--- src/rtl/ecc_ctl_regs.sv ---
module ecc_ctl_regs #(
  parameter int          CNT_W     = 8,
  parameter logic [15:0] VERSION   = 16'h0003,
  parameter logic [31:0] DEF_CHUNK = 32'd1024,
  parameter logic [31:0] DEF_MAIN  = 32'd1024,
  parameter logic [31:0] DEF_SPARE = 32'h2000_1A06
) (
  input  logic             clk,
  input  logic             rst_n,
  input  logic             bus_wr,
  input  logic [7:0]       bus_addr,
  input  logic [31:0]      bus_wdata,
  output logic [31:0]      bus_rdata,
  input  logic [5:0]       evt_in,
  output logic             irq,
  output logic             engine_en,
  output logic [3:0]       corr_level,
  output logic             burst_incr,
  output logic             layout_ilv,
  output logic             mode_m2m,
  output logic             mode_map,
  output logic [31:0]      slave_base,
  output logic [31:0]      chunk_bytes,
  output logic [31:0]      main_bytes,
  output logic [31:0]      spare_fmt,
  output logic [CNT_W-1:0] chunk_total,
  output logic [31:0]      main_base,
  output logic [31:0]      spare_base,
  output logic             xfer_start,
  output logic             xfer_read,
  output logic             cont_nand,
  output logic             cont_sysmem
);
  localparam int          EVT_N  = 6;
  localparam logic [7:0]  A_CFG  = 8'h00, A_STS = 8'h04, A_SEN = 8'h08, A_GEN = 8'h0C;
  localparam logic [7:0]  A_HC   = 8'h10, A_SLV = 8'h14, A_CHK = 8'h20, A_MSZ = 8'h24;
  localparam logic [7:0]  A_SSZ  = 8'h28, A_CNT = 8'h30, A_DMA = 8'h40, A_MAD = 8'h44;
  localparam logic [7:0]  A_SAD  = 8'h48, A_VER = 8'hD0;

  logic [EVT_N-1:0] sts_q, sten_q, sgen_q, sts_clr;

  wire wr_cfg = bus_wr && bus_addr == A_CFG;
  wire wr_sts = bus_wr && bus_addr == A_STS;
  wire wr_dma = bus_wr && bus_addr == A_DMA;

  assign sts_clr = wr_sts ? bus_wdata[EVT_N-1:0] : '0;
  assign irq     = |(sts_q & sgen_q);

  always_ff @(posedge clk or negedge rst_n) begin
    if (!rst_n) begin
      sts_q <= '0;
    end else begin
      sts_q <= (sts_q & ~sts_clr) | (evt_in & sten_q);
    end
  end

  always_ff @(posedge clk or negedge rst_n) begin
    if (!rst_n) begin
      engine_en  <= 1'b0;
      corr_level <= '0;
    end else if (wr_cfg) begin
      engine_en  <= bus_wdata[0];
      corr_level <= bus_wdata[6:3];
    end
  end

  always_ff @(posedge clk or negedge rst_n) begin
    if (!rst_n) begin
      sten_q      <= '0;
      sgen_q      <= '0;
      burst_incr  <= 1'b0;
      layout_ilv  <= 1'b0;
      mode_m2m    <= 1'b0;
      mode_map    <= 1'b0;
      slave_base  <= '0;
      chunk_bytes <= DEF_CHUNK;
      main_bytes  <= DEF_MAIN;
      spare_fmt   <= DEF_SPARE;
      chunk_total <= '0;
      main_base   <= '0;
      spare_base  <= '0;
    end else if (bus_wr) begin
      case (bus_addr)
        A_SEN: sten_q <= bus_wdata[EVT_N-1:0];
        A_GEN: sgen_q <= bus_wdata[EVT_N-1:0];
        A_HC: begin
          burst_incr <= bus_wdata[0];
          layout_ilv <= bus_wdata[2];
          mode_m2m   <= bus_wdata[4];
          mode_map   <= bus_wdata[5];
        end
        A_SLV: slave_base  <= bus_wdata;
        A_CHK: chunk_bytes <= bus_wdata;
        A_MSZ: main_bytes  <= bus_wdata;
        A_SSZ: spare_fmt   <= bus_wdata;
        A_CNT: chunk_total <= bus_wdata[CNT_W-1:0];
        A_MAD: main_base   <= bus_wdata;
        A_SAD: spare_base  <= bus_wdata;
        default: ;
      endcase
    end
  end

  always_ff @(posedge clk or negedge rst_n) begin
    if (!rst_n) begin
      xfer_start  <= 1'b0;
      xfer_read   <= 1'b0;
      cont_nand   <= 1'b0;
      cont_sysmem <= 1'b0;
    end else begin
      xfer_start <= wr_dma && bus_wdata[31];
      if (wr_dma) begin
        xfer_read   <= bus_wdata[1];
        cont_nand   <= bus_wdata[29];
        cont_sysmem <= bus_wdata[30];
      end
    end
  end

  always_comb begin
    bus_rdata = '0;
    case (bus_addr)
      A_CFG: bus_rdata = {25'd0, corr_level, 2'd0, engine_en};
      A_STS: bus_rdata[EVT_N-1:0] = sts_q;
      A_SEN: bus_rdata[EVT_N-1:0] = sten_q;
      A_GEN: bus_rdata[EVT_N-1:0] = sgen_q;
      A_HC:  bus_rdata = {26'd0, mode_map, mode_m2m, 1'b0, layout_ilv, 1'b0, burst_incr};
      A_SLV: bus_rdata = slave_base;
      A_CHK: bus_rdata = chunk_bytes;
      A_MSZ: bus_rdata = main_bytes;
      A_SSZ: bus_rdata = spare_fmt;
      A_CNT: bus_rdata[CNT_W-1:0] = chunk_total;
      A_DMA: bus_rdata = {1'b0, cont_sysmem, cont_nand, 27'd0, xfer_read, 1'b0};
      A_MAD: bus_rdata = main_base;
      A_SAD: bus_rdata = spare_base;
      A_VER: bus_rdata = {VERSION, 16'd0};
      default: bus_rdata = '0;
    endcase
  end

  p_latch_gate_r3: assert property (@(posedge clk) disable iff (!rst_n)
    ((sts_q & ~$past(sts_q)) & ~$past(evt_in & sten_q)) == '0)
    else $error("status bit rose without an enabled event");

  p_clear_cause_r4: assert property (@(posedge clk) disable iff (!rst_n)
    (($past(sts_q) & ~sts_q) &
     ~($past(bus_wr && bus_addr == A_STS) ? $past(bus_wdata[EVT_N-1:0]) : '0)) == '0)
    else $error("status bit dropped without a clear write");

  p_set_wins_r5: assert property (@(posedge clk) disable iff (!rst_n)
    ($past(evt_in & sten_q) & ~sts_q) == '0)
    else $error("enabled event did not leave its bit set");

  p_start_single_r7: assert property (@(posedge clk) disable iff (!rst_n)
    xfer_start |=> !xfer_start)
    else $error("start pulse longer than one cycle");

  p_start_cause_r7: assert property (@(posedge clk) disable iff (!rst_n)
    xfer_start |-> $past(bus_wr && bus_addr == A_DMA && bus_wdata[31]))
    else $error("start pulse without a start write");
endmodule

--- config.mk ---
export PLATFORM = sky130hd
export DESIGN_NAME = ecc_ctl_regs
export DESIGN_NICKNAME = d
export VERILOG_FILES = /design/src/rtl/ecc_ctl_regs.sv
export SDC_FILE = /design/constraint.sdc
export NUM_CORES = 1
export LEC_CHECK = 0
export BUFFER_PORTS_ARGS = -buffer_cell sky130_fd_sc_hd__buf_4
export CAP_MARGIN = 10
export CORE_UTILIZATION = 50
export DETAILED_ROUTE_END_ITERATION = 16
export HOLD_SLACK_MARGIN = 0.1
export PLACE_DENSITY = 0.76
export SLEW_MARGIN = 0
export SYNTH_ARGS = -nofsm -noshare
export SYNTH_HDL_FRONTEND = slang
export SYNTH_SLANG_ARGS = --single-unit
--- constraint.sdc ---
create_clock -name clk -period 4 [get_ports clk]
set_clock_uncertainty 0.2 [all_clocks]
set_input_delay 0.4 -clock clk [delete_from_list [all_inputs] [get_ports clk]]
set_output_delay 0.4 -clock clk [all_outputs]
set_load 0.02 [all_outputs]
# Yosys cells after proc, flatten, opt, wreduce, memory -nomap -nowiden
# Index checks and enable logic that the tools add are counted.
[totals]
out_inout_bits = 246
reg_bits = 231
elab_cells = 58
inputBits = 49
[classes]
eq_ne = 13
mux = 4
reduce_logical = 16
bitwise = 5
[op_table]
columns = ["cell", "n"]
rows = [
  ["one-hot mux 24 bit (8 select lines)", 1],
  ["one-hot mux 6 bit (13 select lines)", 1],
  ["equality test 8 x 6 -> 1 bit, second input constant", 4],
  ["equality test 8 x 7 -> 1 bit, second input constant", 3],
  ["AND reduction 2 bit", 10],
  ["bitwise AND 6 bit", 3],
  ["equality test 8 x 4 -> 1 bit, second input constant", 2],
  ["equality test 8 x 5 -> 1 bit, second input constant", 2],
  ["one-hot mux 2 bit (8 select lines)", 1],
  ["equality test 8 x 3 -> 1 bit, second input constant", 1],
  ["equality test 8 bit, second input constant", 1],
  ["zero test 8 bit", 1],
  ["two-way mux 6 bit", 1],
  ["inverter 6 bit", 1],
  ["OR 6 bit", 1],
  ["OR reduction 6 bit", 1],
  ["logical AND 1 bit", 4],
]

# Logic depth before layout (Yosys ltp)
[logic_depth]
word_depth = 6
ltp_mapped = 7

# Least setup slack after synthesis
# OpenSTA, ideal clock, no wires.
[synth_timing]
path_type = "input to output"
from = "input port bus_addr[4]"
to = "output port bus_rdata[8]"
required_ns = 3.400
path_buffers = 3
stages = 6
setup_slack_ns = 1.398
arrival_time_ns = 2.002
cell_sequence = "buf_4 -> nor4b_4 -> clkbuf_1 -> buf_2 -> a222oi_1 -> o21ai_0"
[synth_between]
elab_chain_cells = 2
elab_cells_between_ends = 9
cone_classes = "8 x eq/ne; 1 x mux"
[synth_lines]
columns = ["item", "line", "source"]
rows = [
  ["start: declaration", "11", "input logic [7:0] bus_addr,"],
  ["equality test 8 bit, or another cell as far along", "122", "case (bus_addr)"],
  ["one-hot mux 24 bit (8 select lines) *", "122", ""],
  ["end: declaration", "13", "output logic [31:0] bus_rdata,"],
]
# Mark *: on every way between the ends. The rest lies on a longest branch, timed or not.

# Worst setup path after layout
[layout_timing]
from = "input port bus_addr[3]"
to = "output port bus_rdata[1]"
[layout_between]
elab_chain_cells = 2
elab_cells_between_ends = 14
cone_classes = "12 x eq/ne; 1 x mux; 1 x reduce/logical"
[layout_lines]
columns = ["item", "line"]
rows = [
  ["equality test 8 x 7 -> 1 bit, or another cell as far along", "122"],
  ["one-hot mux 6 bit (13 select lines) *", "122"],
]
# Marked as above.

==> impl_metrics.py <==
metrics = {
    "outcome": {
        "status": "finished clean",
    },
    "synth": {
        "syn_nets": 851,
        "synth_seq_cells": 231,
        "ys_types": 48,
        "yosysSeqAreaShare_pct": 54.6,
        "synth_ff_type": "dfrtp_1",
        "yosys_warnings": 0,
        "syn_area_um2": 10600,
        "synth_edf_count": 0,
        "ys_async_sr_fraction_pct": 100,
        "syn_inst": 802,
        "syn_area_per_cell_um2": 13.2,
    },
    "critical_path": {
        "crit_fanout": 31,
        "critical_path_required_ps": 3400,
        "worstPathArrival_ps": 2480,
        "reg2reg_from": "sts_q[2]$_DFF_PN0_",
        "worst-r2r-cell-count": 2,
        "cp-end-kind": "primary output",
        "rr_endpoint": "sts_q[2]$_DFF_PN0_",
        "startpoint_type": "input port",
        "rrSetupSlack_ps": 2490,
        "worstSetupPathType": "input port to primary output",
    },
    "cts": {
        "path_clk_slew_ps": 60,
        "hold_buffers": 45,
        "insertion_delay_ps": 520,
        "cts_setup_buffers": 0,
        "cts-root-buf": "clkbuf_16",
        "ctsResizeCount": 0,
        "cts_made_buffers": 25,
        "htree_levels": 1,
        "clock_path_buffers": 3,
        "cts_tree": "yes",
        "clock_sinks": 231,
    },
    "routing": {
        "firstDrtPassIters": 7,
        "drt_wl_total_um": 35200,
        "via_per_inst": 6.10,
        "vias": 8627,
        "drc": 0,
        "wire_per_inst_um": 24.9,
        "ant_nets": 0,
        "drt_iter0_drc": 517,
    },
    "worst_hold_path": {
        "hold_path_startpoint": "bus_wr",
        "hold_class": "input port to flip-flop",
        "hold_path_end": "xfer_start$_DFF_PN0_",
        "holdPathStages": 3,
    },
    "timing": {
        "finalSetupTns_ps": 0,
        "slew-limit-headroom_pct": 34.2,
        "period_share_pct": 77.0,
        "slew_viol_final": 0,
        "fin_ws_ps": 919,
        "fmax_mhz": 325,
        "worst_pin_slew_ps": 983,
        "setup_violations": 0,
        "hold_violations": 0,
        "rsz0062_at_grt": "no",
        "period_needed_ps": 3080,
    },
    "place": {
        "dpl_worst_slack_ps": 954,
        "gp_congestion": 0.868,
        "dpl_cell_area_um2": 13100,
        "portBuffers": 294,
        "place_inst": 1325,
        "hpwl_um": 23700,
    },
    "finish": {
        "mostFrequentLayoutCells": "310 x buf_4, 225 x mux2_2, 223 x dfrtp_1",
        "n_fill_cell": 1497,
        "final_common_cell": "buf_4",
        "antennaDiodeCount": 0,
        "final_area_um2": 14500,
        "layout.nets": 1176,
        "areaGrowthSynthToFinish_pct": 36.3,
        "fin_cells": 1414,
        "drive_gt1_share_pct": 53.1,
    },
    "floorplan": {
        "die_h_um": 148,
        "row_count": 52,
        "fp.coreArea_um2": 20500,
        "boundaryPins": 295,
        "initial_utilization_pct": 51.8,
        "die_w_um": 148,
        "die-area_um2": 21800,
    },
    "power": {
        "powerDensity_nw_per_um2": 403,
        "peakVddDrop_mv": 0.265,
        "p_leak_uw": 0.00734,
        "report.power.total_uw": 5830,
    },
    "job": {
        "maxCapViolations": 0,
    },
    "grt": {
        "grt_pass1_vias": 8762,
        "grt_overflow": 0,
        "antenna_found_initial": 0,
        "grt_pass1_wl_um": 53200,
        "grtUsageTotal_pct": 32.3,
        "grt_max_degree": 113,
    },
}
## report_power, final
part	total [µW]	internal (µW)	switching (µW)
clock	2460	1520	942
sequential	2600	2470	131
combinational	766	356	411
## sequential cells by signal, summed over array words and instances, names as in the netlist, 4 cells and up
register / flops
sgen_q: 6
corr_level: 4
sts_q: 6
main_bytes: 32
spare_base: 32
spare_fmt: 32
main_base: 32
chunk_bytes: 32
slave_base: 32
chunk_total: 8
sten_q: 6
## cells by family (layout without fill, tap and decap cells)
group                  count (synthesis)  in the layout  share of synthesized area (%)
DFF                                  231            231                           54.6
AOI/OAI and AO/OA                    140            140                           10.3
and+or+nand+nor                      116            116                           6.10
buffers and inverters                 64            406                           2.64
muxes                                251            251                           26.4
## cell usage after synthesis, drive strengths merged, types with 7 or more instances
cell / instances / area share [%]
clkbuf: 24 / 0.85
o21ai: 23 / 1.1
mux2: 225 / 24
mux2i: 25 / 2.4
a22o: 22 / 1.8
nor2: 20 / 0.71
dfstp: 8 / 2.0
a221o: 14 / 1.3
buf: 38 / 1.7
a22oi: 34 / 2.4
nand2: 37 / 1.3
nor2b: 7 / 0.41
dfrtp: 223 / 53
a222oi: 9 / 0.85
nand3: 17 / 0.94
## stage by stage
| step | utilization [%] | hold slack [ps] |
|---|---|---|
| floorplan | - | -95.6 |
| global placement | 64.1 | 293 |
| detailed placement | 64.1 | 302 |
| CTS | 70.6 | 177 |
| global route | 70.6 | 201 |
| finish | 70.6 | 194 |
## metal layers
metal / part of all wire [%] / vias to the layer above / track usage, % / routed length [µm]
met5: 0 / - / 0 / 0
met4: 4.3 / 0 / 14.7 / 1510
met3: 8.1 / 101 / 6.17 / 2840
met2: 47 / 448 / 51.2 / 16700
met1: 40 / 4399 / 43.3 / 14200
li1: - / 3679 / - / -
## critical path, cell delays in order
cell and delay [ps]:
buf_4 280, or4b_2 950, o32a_1 410, o2111ai_1 240, buf_4 190
## area by class of cell
class / instances / area [µm²] / share of cell area [%]
clock buffer: 35 / 723 / 5.00
clock inverter: 9 / 154 / 1.06
inverter: 2 / 7.51 / 0.0519
multi-input combinational: 507 / 4580 / 31.6
sequential: 231 / 5790 / 40.0
tap: 270 / 338 / 2.34
timing repair buffer: 360 / 2870 / 19.9
## worst max-delay path by stage
stage / from / end / slack, ps
after floorplan: bus_addr[4] / bus_rdata[8] / 1400
after global placement: bus_addr[3] / bus_rdata[1] / 950
after detailed placement: bus_addr[3] / bus_rdata[1] / 950
after CTS: bus_addr[3] / bus_rdata[1] / 950
after global routing: bus_addr[5] / bus_rdata[6] / 810
final: bus_addr[3] / bus_rdata[1] / 920
No activity file was read; power rests on OpenSTA's default activity.
